File: src/rtl/dbg_bus_iso_pkg.sv
package dbg_bus_iso_pkg;

  // Cause record; packed so that endianness lands in bit 0.
  typedef struct packed {
    logic ble;
    logic rst;
    logic endian;
  } viol_t;

  localparam int unsigned VIOL_W = $bits(viol_t);

endpackage

File: src/rtl/dbi_rst_sync.sv
module dbi_rst_sync #(
  parameter int unsigned STAGES = 2
) (
  input  logic clk,
  input  logic rst_n,
  output logic rst_sync_n
);

  logic [STAGES-1:0] chain_q;
  logic [STAGES-1:0] chain_d;

  always_comb begin
    chain_d = {chain_q[STAGES-2:0], 1'b1};
  end

  always_ff @(posedge clk or negedge rst_n) begin
    if (!rst_n) chain_q <= '0;
    else        chain_q <= chain_d;
  end

  assign rst_sync_n = chain_q[STAGES-1];

endmodule

File: src/rtl/dbi_state.sv
module dbi_state (
  input  logic clk,
  input  logic rst_n,
  input  logic dbg_req,
  input  logic endian,
  input  logic rst_req_n,
  output logic dbg_q,
  output logic ref_endian,
  output logic ref_rst_n
);

  logic dbg_d;
  logic ref_endian_d;
  logic ref_rst_n_d;
  logic entry;

  always_comb begin
    entry        = dbg_req & ~dbg_q;
    dbg_d        = dbg_req;
    ref_endian_d = ref_endian;
    ref_rst_n_d  = ref_rst_n;
    if (entry) begin
      ref_endian_d = endian;
      ref_rst_n_d  = rst_req_n;
    end
  end

  always_ff @(posedge clk or negedge rst_n) begin
    if (!rst_n) begin
      dbg_q      <= 1'b0;
      ref_endian <= 1'b0;
      ref_rst_n  <= 1'b1;
    end else begin
      dbg_q <= dbg_d;
      if (entry) begin
        ref_endian <= ref_endian_d;
        ref_rst_n  <= ref_rst_n_d;
      end
    end
  end

endmodule

File: src/rtl/dbi_force.sv
module dbi_force #(
  parameter int unsigned AW          = 32,
  parameter int unsigned NIRQ        = 2,
  parameter bit          IDLE_MREQ_N = 1'b1,
  parameter bit          IDLE_SEQ    = 1'b0
) (
  input  logic            dbg_q,
  input  logic            core_mreq_n,
  input  logic            core_seq,
  input  logic [AW-1:0]   core_addr,
  input  logic            core_wr,
  output logic            sys_mreq_n,
  output logic            sys_seq,
  output logic [AW-1:0]   sys_addr,
  output logic            sys_wr,
  input  logic            sys_abort,
  input  logic [NIRQ-1:0] sys_irq_n,
  output logic            core_abort,
  output logic [NIRQ-1:0] core_irq_n
);

  always_comb begin
    sys_mreq_n = dbg_q ? IDLE_MREQ_N : core_mreq_n;
    sys_seq    = dbg_q ? IDLE_SEQ    : core_seq;
    core_abort = sys_abort & ~dbg_q;
  end

  assign sys_addr = core_addr;
  assign sys_wr   = core_wr;

  for (genvar g = 0; g < NIRQ; g++) begin : g_irq_mask
    assign core_irq_n[g] = sys_irq_n[g] | dbg_q;
  end

endmodule

File: src/rtl/dbi_stab_mon.sv
module dbi_stab_mon
  import dbg_bus_iso_pkg::*;
#(
  parameter int unsigned NBL = 4
) (
  input  logic           clk,
  input  logic           rst_n,
  input  logic           dbg_q,
  input  logic           dbg_req,
  input  logic           endian,
  input  logic           rst_req_n,
  input  logic           ref_endian,
  input  logic           ref_rst_n,
  input  logic [NBL-1:0] ble,
  input  logic           dclk_tick,
  output viol_t          kind_q
);

  viol_t hit;
  viol_t kind_d;

  always_comb begin
    hit.endian = dbg_q & (endian    != ref_endian);
    hit.rst    = dbg_q & (rst_req_n != ref_rst_n);
    hit.ble    = dbg_q & dclk_tick & ~(&ble);
    kind_d     = dbg_req ? (kind_q | hit) : '0;
  end

  always_ff @(posedge clk or negedge rst_n) begin
    if (!rst_n) kind_q <= '0;
    else        kind_q <= kind_d;
  end

endmodule

File: src/rtl/dbg_bus_iso.sv
module dbg_bus_iso
  import dbg_bus_iso_pkg::*;
#(
  parameter int unsigned AW   = 32,
  parameter int unsigned NIRQ = 2,
  parameter int unsigned NBL  = 4
) (
  input  logic            clk,
  input  logic            rst_n,
  input  logic            dbg_active_i,
  input  logic            core_mreq_n_i,
  input  logic            core_seq_i,
  input  logic [AW-1:0]   core_addr_i,
  input  logic            core_wr_i,
  output logic            sys_mreq_n_o,
  output logic            sys_seq_o,
  output logic [AW-1:0]   sys_addr_o,
  output logic            sys_wr_o,
  input  logic            sys_abort_i,
  input  logic [NIRQ-1:0] sys_irq_n_i,
  output logic            core_abort_o,
  output logic [NIRQ-1:0] core_irq_n_o,
  input  logic [NBL-1:0]  ble_i,
  input  logic            dclk_tick_i,
  input  logic            endian_i,
  input  logic            core_rst_req_n_i,
  output logic            debug_state_o,
  output logic            viol_o,
  output logic [VIOL_W-1:0] viol_kind_o
);

  logic  rst_sync_n;
  logic  dbg_q;
  logic  ref_endian;
  logic  ref_rst_n;
  viol_t kind_q;

  dbi_rst_sync #(.STAGES(2)) u_rst_sync (
    .clk        (clk),
    .rst_n      (rst_n),
    .rst_sync_n (rst_sync_n)
  );

  dbi_state u_state (
    .clk        (clk),
    .rst_n      (rst_sync_n),
    .dbg_req    (dbg_active_i),
    .endian     (endian_i),
    .rst_req_n  (core_rst_req_n_i),
    .dbg_q      (dbg_q),
    .ref_endian (ref_endian),
    .ref_rst_n  (ref_rst_n)
  );

  dbi_force #(
    .AW          (AW),
    .NIRQ        (NIRQ),
    .IDLE_MREQ_N (1'b1),
    .IDLE_SEQ    (1'b0)
  ) u_force (
    .dbg_q       (dbg_q),
    .core_mreq_n (core_mreq_n_i),
    .core_seq    (core_seq_i),
    .core_addr   (core_addr_i),
    .core_wr     (core_wr_i),
    .sys_mreq_n  (sys_mreq_n_o),
    .sys_seq     (sys_seq_o),
    .sys_addr    (sys_addr_o),
    .sys_wr      (sys_wr_o),
    .sys_abort   (sys_abort_i),
    .sys_irq_n   (sys_irq_n_i),
    .core_abort  (core_abort_o),
    .core_irq_n  (core_irq_n_o)
  );

  dbi_stab_mon #(.NBL(NBL)) u_mon (
    .clk        (clk),
    .rst_n      (rst_sync_n),
    .dbg_q      (dbg_q),
    .dbg_req    (dbg_active_i),
    .endian     (endian_i),
    .rst_req_n  (core_rst_req_n_i),
    .ref_endian (ref_endian),
    .ref_rst_n  (ref_rst_n),
    .ble        (ble_i),
    .dclk_tick  (dclk_tick_i),
    .kind_q     (kind_q)
  );

  assign debug_state_o = dbg_q;
  assign viol_kind_o   = kind_q;
  assign viol_o        = |kind_q;

endmodule

File: config.mk
export PLATFORM = sky130hd
export DESIGN_NAME = dbg_bus_iso
export DESIGN_NICKNAME = d
export VERILOG_FILES = /design/src/rtl/dbg_bus_iso_pkg.sv /design/src/rtl/dbi_rst_sync.sv /design/src/rtl/dbi_state.sv /design/src/rtl/dbi_force.sv /design/src/rtl/dbi_stab_mon.sv /design/src/rtl/dbg_bus_iso.sv
export SDC_FILE = /design/constraint.sdc
export NUM_CORES = 1
export LEC_CHECK = 0
export BUFFER_PORTS_ARGS = -buffer_cell sky130_fd_sc_hd__buf_4
export CAP_MARGIN = 40
export CORE_MARGIN = 4
export CORE_UTILIZATION = 30
export DETAILED_ROUTE_END_ITERATION = 7
export PLACE_DENSITY = 0.83
export SYNTH_ARGS = -nofsm -noshare
export SYNTH_HDL_FRONTEND = slang
export SYNTH_SLANG_ARGS = --single-unit
File: constraint.sdc
create_clock -name clk -period 2.6 [get_ports clk]
set_input_delay 0.78 -clock clk [delete_from_list [all_inputs] [get_ports clk]]
set_output_delay 0.78 -clock clk [all_outputs]
set_load 0.005 [all_outputs]
==> metrics, run 1 <==
starting DRC count in detailed routing=2; CP delay by family, top=simple AND/OR/NAND/NOR gates; number of synthesized flops with an enable pin=0; ranking of synthesized cells by area=buf_4 41%, dfrtp_1 29%, mux2_4 5.0%; post-CTS sizing=0; class of the worst hold path=register to async pin; CP Capture Type=primary output; most used cell, CP=buf_4; commonest cells in the netlist=33 x buf_4, 7 x dfrtp_1, 3 x nand2_1, 3 x or2_2; sequential power share=0.468; number of antenna-violating nets in the routed design=0; final hold viol count=0; max cap viols=0; post-route minimum period=about 2.1 ns; Via density=4.23; area fraction in compound gates after synthesis=0.0313; Setup crit start=sys_irq_n_i[1]; GRT overflow=0; GPL Wtd Cong=0.627; Initial Util=0.333; CTS HTree Levels=1; Sw Ratio=0.235; io pins=91; post-synthesis xor/xnor area fraction=0.0292; Leakage=0.295 nW; cell chain of the critical path=buf_4 > or2_2 > buf_4; number of nets in the finished design=105; part of the power in combinational logic=0.210; mapped cell area=601 um2; initial antenna violation count=0; Int Pwr=0.245 mW; WP buf/inv=2; layout cells sized above 1=0.661; Die Span X=between 50 and 60 um; Clock Tree Buf Depth=2; Pre-antenna DRT Iters=2; crit path DAT=1.29 ns; CTS Buf Count=3; maximum fanout along the worst path=1; tightest hold margin=0.0960 ns; Area Growth Syn to Fin=-1.67%; core area=between 0.0015 and 0.002 mm2; Slew Limit Fails=0; unrepaired setup endpoints after global routing=false; largest net degree at the start of global routing=10; count leader, synth=buf_4; Post-Synth Simple-Gate Area=0.135; Critical Setup Path Class=input pin to primary output; total routed wirelength=1090 um; CP Data Required Time=1.82 ns; Yosys reg bits=8; Yosys cell types=15; setup TNS=0 ns; NetSw=0.0755 mW; diode count=0; Cells after Synth=61; Critical Path Source Type=input pin; die height=around 53 um; Post-Syn Area per Cell=9.85 um2; power per cell area=543 mW/mm2; YS warnings=0; post-synthesis net count=109; Global Route Usage Sum=0.0762; hpwl dp=916 um; CTS Hold Buffers Added=0; Root Driver=clkbuf_4; Achievable Freq=0.483 GHz; fillcell total=192; Skew-Pair Late Insertion Delay=roughly 0.26 ns; async set-reset flop share out of synthesis=1.00; TritonCTS clock tree=yes; overall power=between 0.3 and 0.4 mW; largest family of logic cells by synthesized area=buffers and inverters; skew final=about 0.0051 ns; vias in the first global route=324; Synth Area in Adders=0; ys flop type=dfrtp_1; cell count along the critical path=3; multiplexer area fraction after synthesis=0.0500; Yosys top cell area share=0.413; total number of vias=343; WL per Instance=13.4 um; # rows=15; Seq/Total Area, Yosys=0.335; residual DRC count=0; period utilisation layout=0.796; Clk network pwr share=0.322; die footprint=0.00278 mm2; largest vdd supply drop=222 uV; register-to-register path setup slack=1.53 ns; top cell type by total area after synthesis=buf_4; I/O Buffers=24; clk sinks=8; clk slew on worst S/H paths=0.06 ns; Worst R2R Start=u_state.dbg_q; R2R cell count=2; result of the run=finished clean; slowest cell delay on critical path=0.26 ns; Critical-path top delay cell=or2_2; first-pass GRT wire length=1470 um; Post-CTS Repair Setup Buffers=0; Final setup viols=0
-- state kept, by name, indices dropped and copies added, names as in the netlist --
signal              flops
u_state.dbg_q           1
u_rst_sync.chain_q      2
u_state.ref_rst_n       1
u_mon.kind_q            3
u_state.ref_endian      1
-- placed cells by master, fill, tap and decap left out --
master / count
nor2b_4: 1
a22o_1: 1
buf_4: 24
nand4_1: 1
clkbuf_4: 3
nand2_1: 3
dfrtp_1: 7
o21ai_0: 2
and2b_2: 2
or2_2: 3
xnor2_1: 2
mux2_4: 2
conb_1: 1
dfstp_2: 1
clkbuf_1: 1
or3_1: 1
and3_2: 1
-- path summary, 6_finish.rpt --
kind / to
worst max register to register: u_state.ref_endian
worst max-delay path: core_irq_n_o[1]
worst min-delay path: u_mon.kind_q[2]
max in group asynchronous: u_rst_sync.chain_q[1]
worst min register to register: u_mon.kind_q[2]
min in group clk: u_rst_sync.chain_q[1]
-- layout make-up --
type	count	area, um2	area share
Tap cell	25	31.3	0.0530
Multi-Input combinational cell	20	151	0.256
Sequential cell	8	201	0.341
Timing Repair Buffer	24	180	0.305
Clock buffer	4	26.3	0.0445
-- stage by stage --
| step | cells | setup WS, ns | cell area (um2) | utilization |
|---|---|---|---|---|
| floorplan | 61 | 0.773 | 601 | - |
| global placement | 77 | 0.533 | 564 | 0.313 |
| detailed placement | 77 | 0.528 | 564 | 0.313 |
| CTS | 81 | 0.526 | 591 | 0.328 |
| global route | 81 | 0.522 | 591 | 0.328 |
| finish | 81 | 0.531 | 591 | 0.328 |
-- logic make-up (layout without fill, tap and decap cells) --
kind of cell / count (synthesis) / in the layout
buffers and inverters: 33 / 28
and+or+nand+nor: 12 / 12
DFF: 8 / 8
AOI/OAI and AO/OA: 3 / 3
xor gates and xnor gates: 2 / 2
muxes: 2 / 2
other: 1 / 1
-- routing by layer --
layer | GRT usage | part of all wire | vias up
met5 | 0 | 0 | -
met4 | 0.0596 | 0.032 | 0
met3 | 0.0513 | 0.18 | 8
li1 | - | - | 148
met1 | 0.0704 | 0.34 | 158
met2 | 0.116 | 0.45 | 29
-- power by group through the flow --
stage	sequential [mW]	combinational, mW	clock [mW]
finish	0.150	0.0672	0.103
global route	0.152	0.0728	0.119
CTS	0.151	0.0684	0.108
detailed placement	0.153	0.0680	0
floorplan	0.150	0.0671	0
global placement	0.151	0.0666	0
(Power assumes the default switching activity.)
==> run 2: changes to the inputs <==
Settings changed: ABC_AREA set to 1, CORE_UTILIZATION 30 to 26, PLACE_DENSITY 0.83 to 0.74.
Clock period 2.6 ns to 1.7 ns, I/O delays scaled along.
==> run 2 against run 1 <==
  * Clock skew up 0.0024 ns
  * Synthesized area grew 4.4%
  * Flip-flop and latch count stayed put
  * Die area is 17% higher
==> metrics, run 2 <==
Setup WS pre-CTS=0.169 ns; setup TNS=0 ns; WL per Instance=11.3 um; GPL Wtd Cong=0.642; number of synthesized flops with an enable pin=0; sequential power share=0.465; Layout Cells excl Fill=101; unrepaired setup endpoints after global routing=false; die height=between 50 and 60 um; clk sinks=8; Yosys cell types=15; part of the power in combinational logic=0.205; first-pass GRT wire length=1840 um; die footprint=about 0.0033 mm2; CTS HTree Levels=1; number of nets in the finished design=122; hpwl dp=996 um; Largest register FFs=3; Top Registers=u_mon.kind_q x3, u_rst_sync.chain_q x2; Post-CTS Repair Setup Buffers=0; multiplexer area fraction after synthesis=0; met3 Use GR=0.0520; CTS Buf Count=3; total number of vias=about 390; power per cell area=around 770 mW/mm2; maximum fanout along the worst path=5; Critical Path Source Type=register; Int Pwr=0.357 mW; clk slew on worst S/H paths=0.06 ns; CTS Hold Buffers Added=0; CP Data Required Time=1.19 ns; most frequent cells in the layout=25 x buf_4, 11 x inv_1, 9 x nand2_1; starting DRC count in detailed routing=18; most flop-heavy register=u_mon.kind_q; Pre-antenna DRT Iters=2; Achievable Freq=0.626 GHz; YS warnings=0; final hold viol count=0; Clock Tree Buf Depth=2; # rows=17; Clk network pwr share=0.329; ranking of synthesized cells by area=buf_4 40%, dfrtp_1 28%, inv_1 6.6%; post-synthesis net count=126; I/O Buffers=24; worst setup margin=0.102 ns; Root Driver=clkbuf_4; Initial Util=0.278; Skew-Pair Late Insertion Delay=0.25 ns; Critical Setup Path Class=register to primary output; fin area=around 600 um2; met2 GRT Util=0.117; Sw Ratio=0.244; largest vdd supply drop=296 uV; Yosys reg bits=8; Post-Synth Simple-Gate Area=0.134; placed cell count=97; commonest cells in the netlist=33 x buf_4, 11 x inv_1, 9 x nand2_1; Leakage=roughly 0.34 nW; GR peak layer=met2; overall power=between 0.4 and 0.5 mW; post-synthesis xor/xnor area fraction=0; CP Capture Type=primary output; vias in the first global route=430; Cells after Synth=78; commonest non-fill, non-tap cell in the layout=buf_4; diode count=0; async set-reset flop share out of synthesis=1.00; top cell type by total area after synthesis=buf_4; area fraction in compound gates after synthesis=0.0599; core area=0.00225 mm2; cell area after placement=591 um2; Slew Limit Fails=0; GRT overflow=0; Seq/Total Area, Yosys=0.321; Via density=slightly below 4; Final setup viols=0; initial antenna violation count=0; Global Route Usage Sum=0.0717; NetSw=0.116 mW; class of the worst hold path=input pin to async pin; total routed wirelength=1140 um; Synth Area in Adders=0; M1 GR Usage=0.0617; io pins=91; residual DRC count=0; mapped cell area=627 um2; number of antenna-violating nets in the routed design=0; post-CTS sizing=0; count leader, synth=buf_4; period utilisation layout=0.940; skew final=0.00752 ns; post-route minimum period=about 1.6 ns; crit path DAT=between 1 and 1.5 ns; Post-Syn Area per Cell=8.04 um2; result of the run=finished clean; Area Growth Syn to Fin=-1.60%; max cap viols=0; largest family of logic cells by synthesized area=buffers and inverters; TritonCTS clock tree=yes; layout cells sized above 1=0.466; largest net degree at the start of global routing=7; ys flop type=dfrtp_1; Yosys top cell area share=0.395; Die Span X=~57 um
==> run 2: through the flow <==
step                 util  hold WS [ns]
detailed placement  0.262         0.103
global placement    0.262        0.0913
global route        0.274       0.00496
floorplan               -        0.0670
finish              0.274        0.0222
CTS                 0.274        0.0149
==> run 2: final cells by class <==
class	count	area, um2
clock buffer	4	26.3
fill	248	1640
inverter	11	41.3
multi-input combinational	25	125
sequential	8	201
tap	28	35.0
timing repair buffer	25	188
==> run 2: power by group through the flow <==
stage	sequential [mW]	clock, mW	combinational (mW)
detailed placement	0.224	0	0.0992
finish	0.220	0.156	0.0972
global route	0.223	0.176	0.110
floorplan	0.222	0	0.104
global placement	0.222	0	0.0970
CTS	0.221	0.162	0.0997
==> run 2: logic make-up (layout without fill, tap and decap cells) <==
kind of cell | after synthesis | after routing
flip-flops | 8 | 8
AO/OA/AOI/OAI | 6 | 6
AND/OR/NAND/NOR | 18 | 18
buffers and inverters | 45 | 40
other | 1 | 1
==> run 2: routing by layer <==
metal,wire [um],part of all wire,vias to the layer above
li1,-,-,186
met4,20,0.017,0
met3,229,0.20,4
met1,328,0.29,172
met5,0,0,-
met2,565,0.49,32
==> run 2: path summary, 6_finish.rpt <==
path,start,end,slack (ns),cells after the start
max in group asynchronous,u_rst_sync.chain_q[1],u_state.ref_rst_n,1.33,0
setup reg to reg,u_state.dbg_q,u_state.ref_endian,0.63,4
setup / recovery,u_state.dbg_q,core_irq_n_o[0],0.10,2
min in group clk,u_rst_sync.chain_q[0],u_rst_sync.chain_q[1],0.35,0
hold reg to reg,u_rst_sync.chain_q[1],u_mon.kind_q[0],0.10,0
hold / removal,rst_n,u_rst_sync.chain_q[1],0.02,1
==> run 2: worst max-delay path, stage by stage (launching register included) <==
cell and delay, ns:
dfrtp_1 0.40, or2_2 0.30, buf_4 0.14
==> run 3: changes to the inputs <==
Settings changed: CORE_MARGIN 4 to 2, CORE_UTILIZATION 26 to 29, PLACE_DENSITY 0.74 to 0.78, SYNTH_HIERARCHICAL set to 1.
Clock period 1.7 ns to 1.5 ns, I/O delays scaled along.
==> run 3 against run 2 <==
  * Routed wire length is 6.4% higher
  * Flip-flop and latch count stayed put
  * Combinational power rose by 14%
  * Global-route usage rose by 2.5 points
  * Setup slack better by 0.014 ns
  * Register-to-register slack got worse by 0.09 ns
  * Count of clock-buffer cells in the layout unchanged
  * Hold slack improved by 0.073 ns
  * Sequential power up 15%
  * Non-clock buffer count up 1
==> metrics, run 3 <==
number of synthesized flops with an enable pin=0; Slew Limit Fails=0; slowest cell delay on critical path=0.44 ns; R2R cell count=4; register-to-register path setup slack=0.54 ns; CP Data Required Time=1.05 ns; class of the worst hold path=register to async pin; Global Route Usage Sum=0.0962; core area=0.00200 mm2; CTS HTree Levels=1; diode count=0; Skew-Pair Late Insertion Delay=0.25 ns; overall power=0.535 mW; # rows=16; period utilisation layout=0.923; die footprint=about 0.0026 mm2; Setup WS pre-CTS=0.267 ns; commonest cells in the netlist=33 x buf_4, 16 x inv_1, 15 x nand2_1; YS warnings=6; I/O Buffers=24; CP delay by family, top=flip-flops; Seq/Total Area, Yosys=0.319; Via density=between 4 and 5; residual DRC count=0; Yosys reg bits=8; io pins=91; WP buf/inv=2; ys flop type=dfrtp_1; Die Span X=50.6 um; Yosys top cell area share=0.393; CP Capture Type=primary output; clk slew on worst S/H paths=0.06 ns; clk sinks=8; Worst R2R Start=u_state/ref_rst_n; fin util=0.321; most flop-heavy register=u_mon/kind_q; Final setup viols=0; post-synthesis net count=134; GPL Wtd Cong=0.598; CTS Buf Count=3; post-route minimum period=1.38 ns; Cells after Synth=86; cell chain of the critical path=inv_2 > nand2_1 > buf_4; Critical Setup Path Class=register to primary output; total number of vias=446; max cap viols=0; worst reg2reg endpoint=u_mon/kind_q[1]; Clock Tree Buf Depth=2; Root Driver=clkbuf_4; Largest register FFs=3; Initial Util=0.315; unrepaired setup endpoints after global routing=false; mapped cell area=roughly 630 um2; largest net degree at the start of global routing=9; Post-Syn Area per Cell=~7.3 um2; die height=50.6 um; result of the run=finished clean; worst setup margin=0.116 ns; count leader, synth=buf_4; power per cell area=833 mW/mm2; Top Registers=u_mon/kind_q x3, u_rst_sync/chain_q x2; WL per Instance=about 11 um; starting DRC count in detailed routing=4; tightest hold margin=roughly 0.095 ns; Pre-antenna DRT Iters=4; Area Growth Syn to Fin=1.79%; commonest non-fill, non-tap cell in the layout=buf_4; Achievable Freq=0.722 GHz; vias in the first global route=~410; most frequent cells in the layout=25 x buf_4, 16 x inv_1, 15 x nand2_1; layout cells sized above 1=0.386; first-pass GRT wire length=1780 um; skew final=0.00357 ns; setup TNS=0 ns; largest vdd supply drop=362 uV; number of nets in the finished design=132; TritonCTS clock tree=yes; Yosys cell types=12; number of antenna-violating nets in the routed design=0; top cell type by total area after synthesis=buf_4; maximum fanout along the worst path=6; initial antenna violation count=0; GRT overflow=0; crit path DAT=0.93 ns; hpwl dp=1030 um; ranking of synthesized cells by area=buf_4 39%, dfrtp_1 28%, inv_1 9.5%; Critical Path Source Type=register; final hold viol count=0; Critical-path top delay cell=dfrtp_2; Leakage=around 0.38 nW; async set-reset flop share out of synthesis=1.00; total routed wirelength=1220 um
[run 3: changes by cell type in the layout (fill, tap and decap cells not counted)]
cell / change
dfrtp_1: -1
dfrtp_2: +1
dlygate4sd3_1: +1
inv_1: +5
inv_2: +1
nand2_1: +6
nand2_2: +1
nand3_1: +1
nor2_1: +1
o21ai_2: -2
or2_1: -1
or2_2: -2
or2_4: -1
[run 3: cell type report]
| cell class | count | area [um2] |
|---|---|---|
| clock buffers | 4 | 26.3 |
| inverters | 17 | 63.8 |
| well taps | 27 | 33.8 |
| flip-flops and latches | 8 | 203 |
| repair buffers | 26 | 198 |
| multi-input cells | 28 | 118 |
| fillers | 221 | 1360 |
[run 3: kinds of logic (layout without fill, tap and decap cells)]
family / Yosys count / count (layout) / share of synthesized area
buffers and inverters: 50 / 47 / 0.494
AND/OR/NAND/NOR: 23 / 23 / 0.149
flip-flops: 8 / 8 / 0.319
AO/OA/AOI/OAI: 4 / 4 / 0.0317
other: 1 / 1 / 0.00595
[run 3: through the flow]
stage          instance area, um2  instances
2_1_floorplan                 631         86
3_3_place_gp                  597        104
3_5_place_dp                  597        104
4_1_cts                       633        109
5_1_grt                       642        110
6_report                      642        110
[run 3: what timing repair did]
| item | in CTS | in global routing |
|---|---|---|
| endpoints found under the hold margin | 2 | 0 |
| resized for setup | 0 | 1 |
| hold buffers | 1 | 0 |
| setup endpoints to repair | 0 | 5 |
| buffers inserted | 0 | 1 |
[run 3: power by group]
group	internal [mW]	total [mW]	switching (mW)	leakage, nW
registers	0.237	0.254	0.0170	0.0960
clock network	0.101	0.170	0.0687	0.0150
logic	0.0660	0.111	0.0450	0.265
[run 3: how the worst max path moves through the flow]
stage	startpoint	to	slack, ns	cells after the start
after CTS	u_state/dbg_q	core_irq_n_o[1]	0.05	3
after floorplan	u_state/dbg_q	core_abort_o	0.47	1
after global placement	core_mreq_n_i	sys_mreq_n_o	0.28	4
after detailed placement	sys_irq_n_i[1]	core_irq_n_o[1]	0.27	4
after global routing	u_mon/kind_q[1]	viol_o	0.02	3
final	u_state/dbg_q	core_irq_n_o[1]	0.12	3
[run 3: worst reg2reg max path, delay by kind of cell, from the launching register on]
kind	cells	cell delay, ns
compound gates	1	0.16
buf+inv	1	0.04
flops	1	0.55
simple gates	2	0.13
[run 3: per-layer routing]
metal  vias up  routed length, um  track usage
met1       198                362       0.0752
li1        209                  -            -
met3         4                161       0.0417
met5         -                  0            0
met2        35                674        0.189
met4         0                 19       0.0586
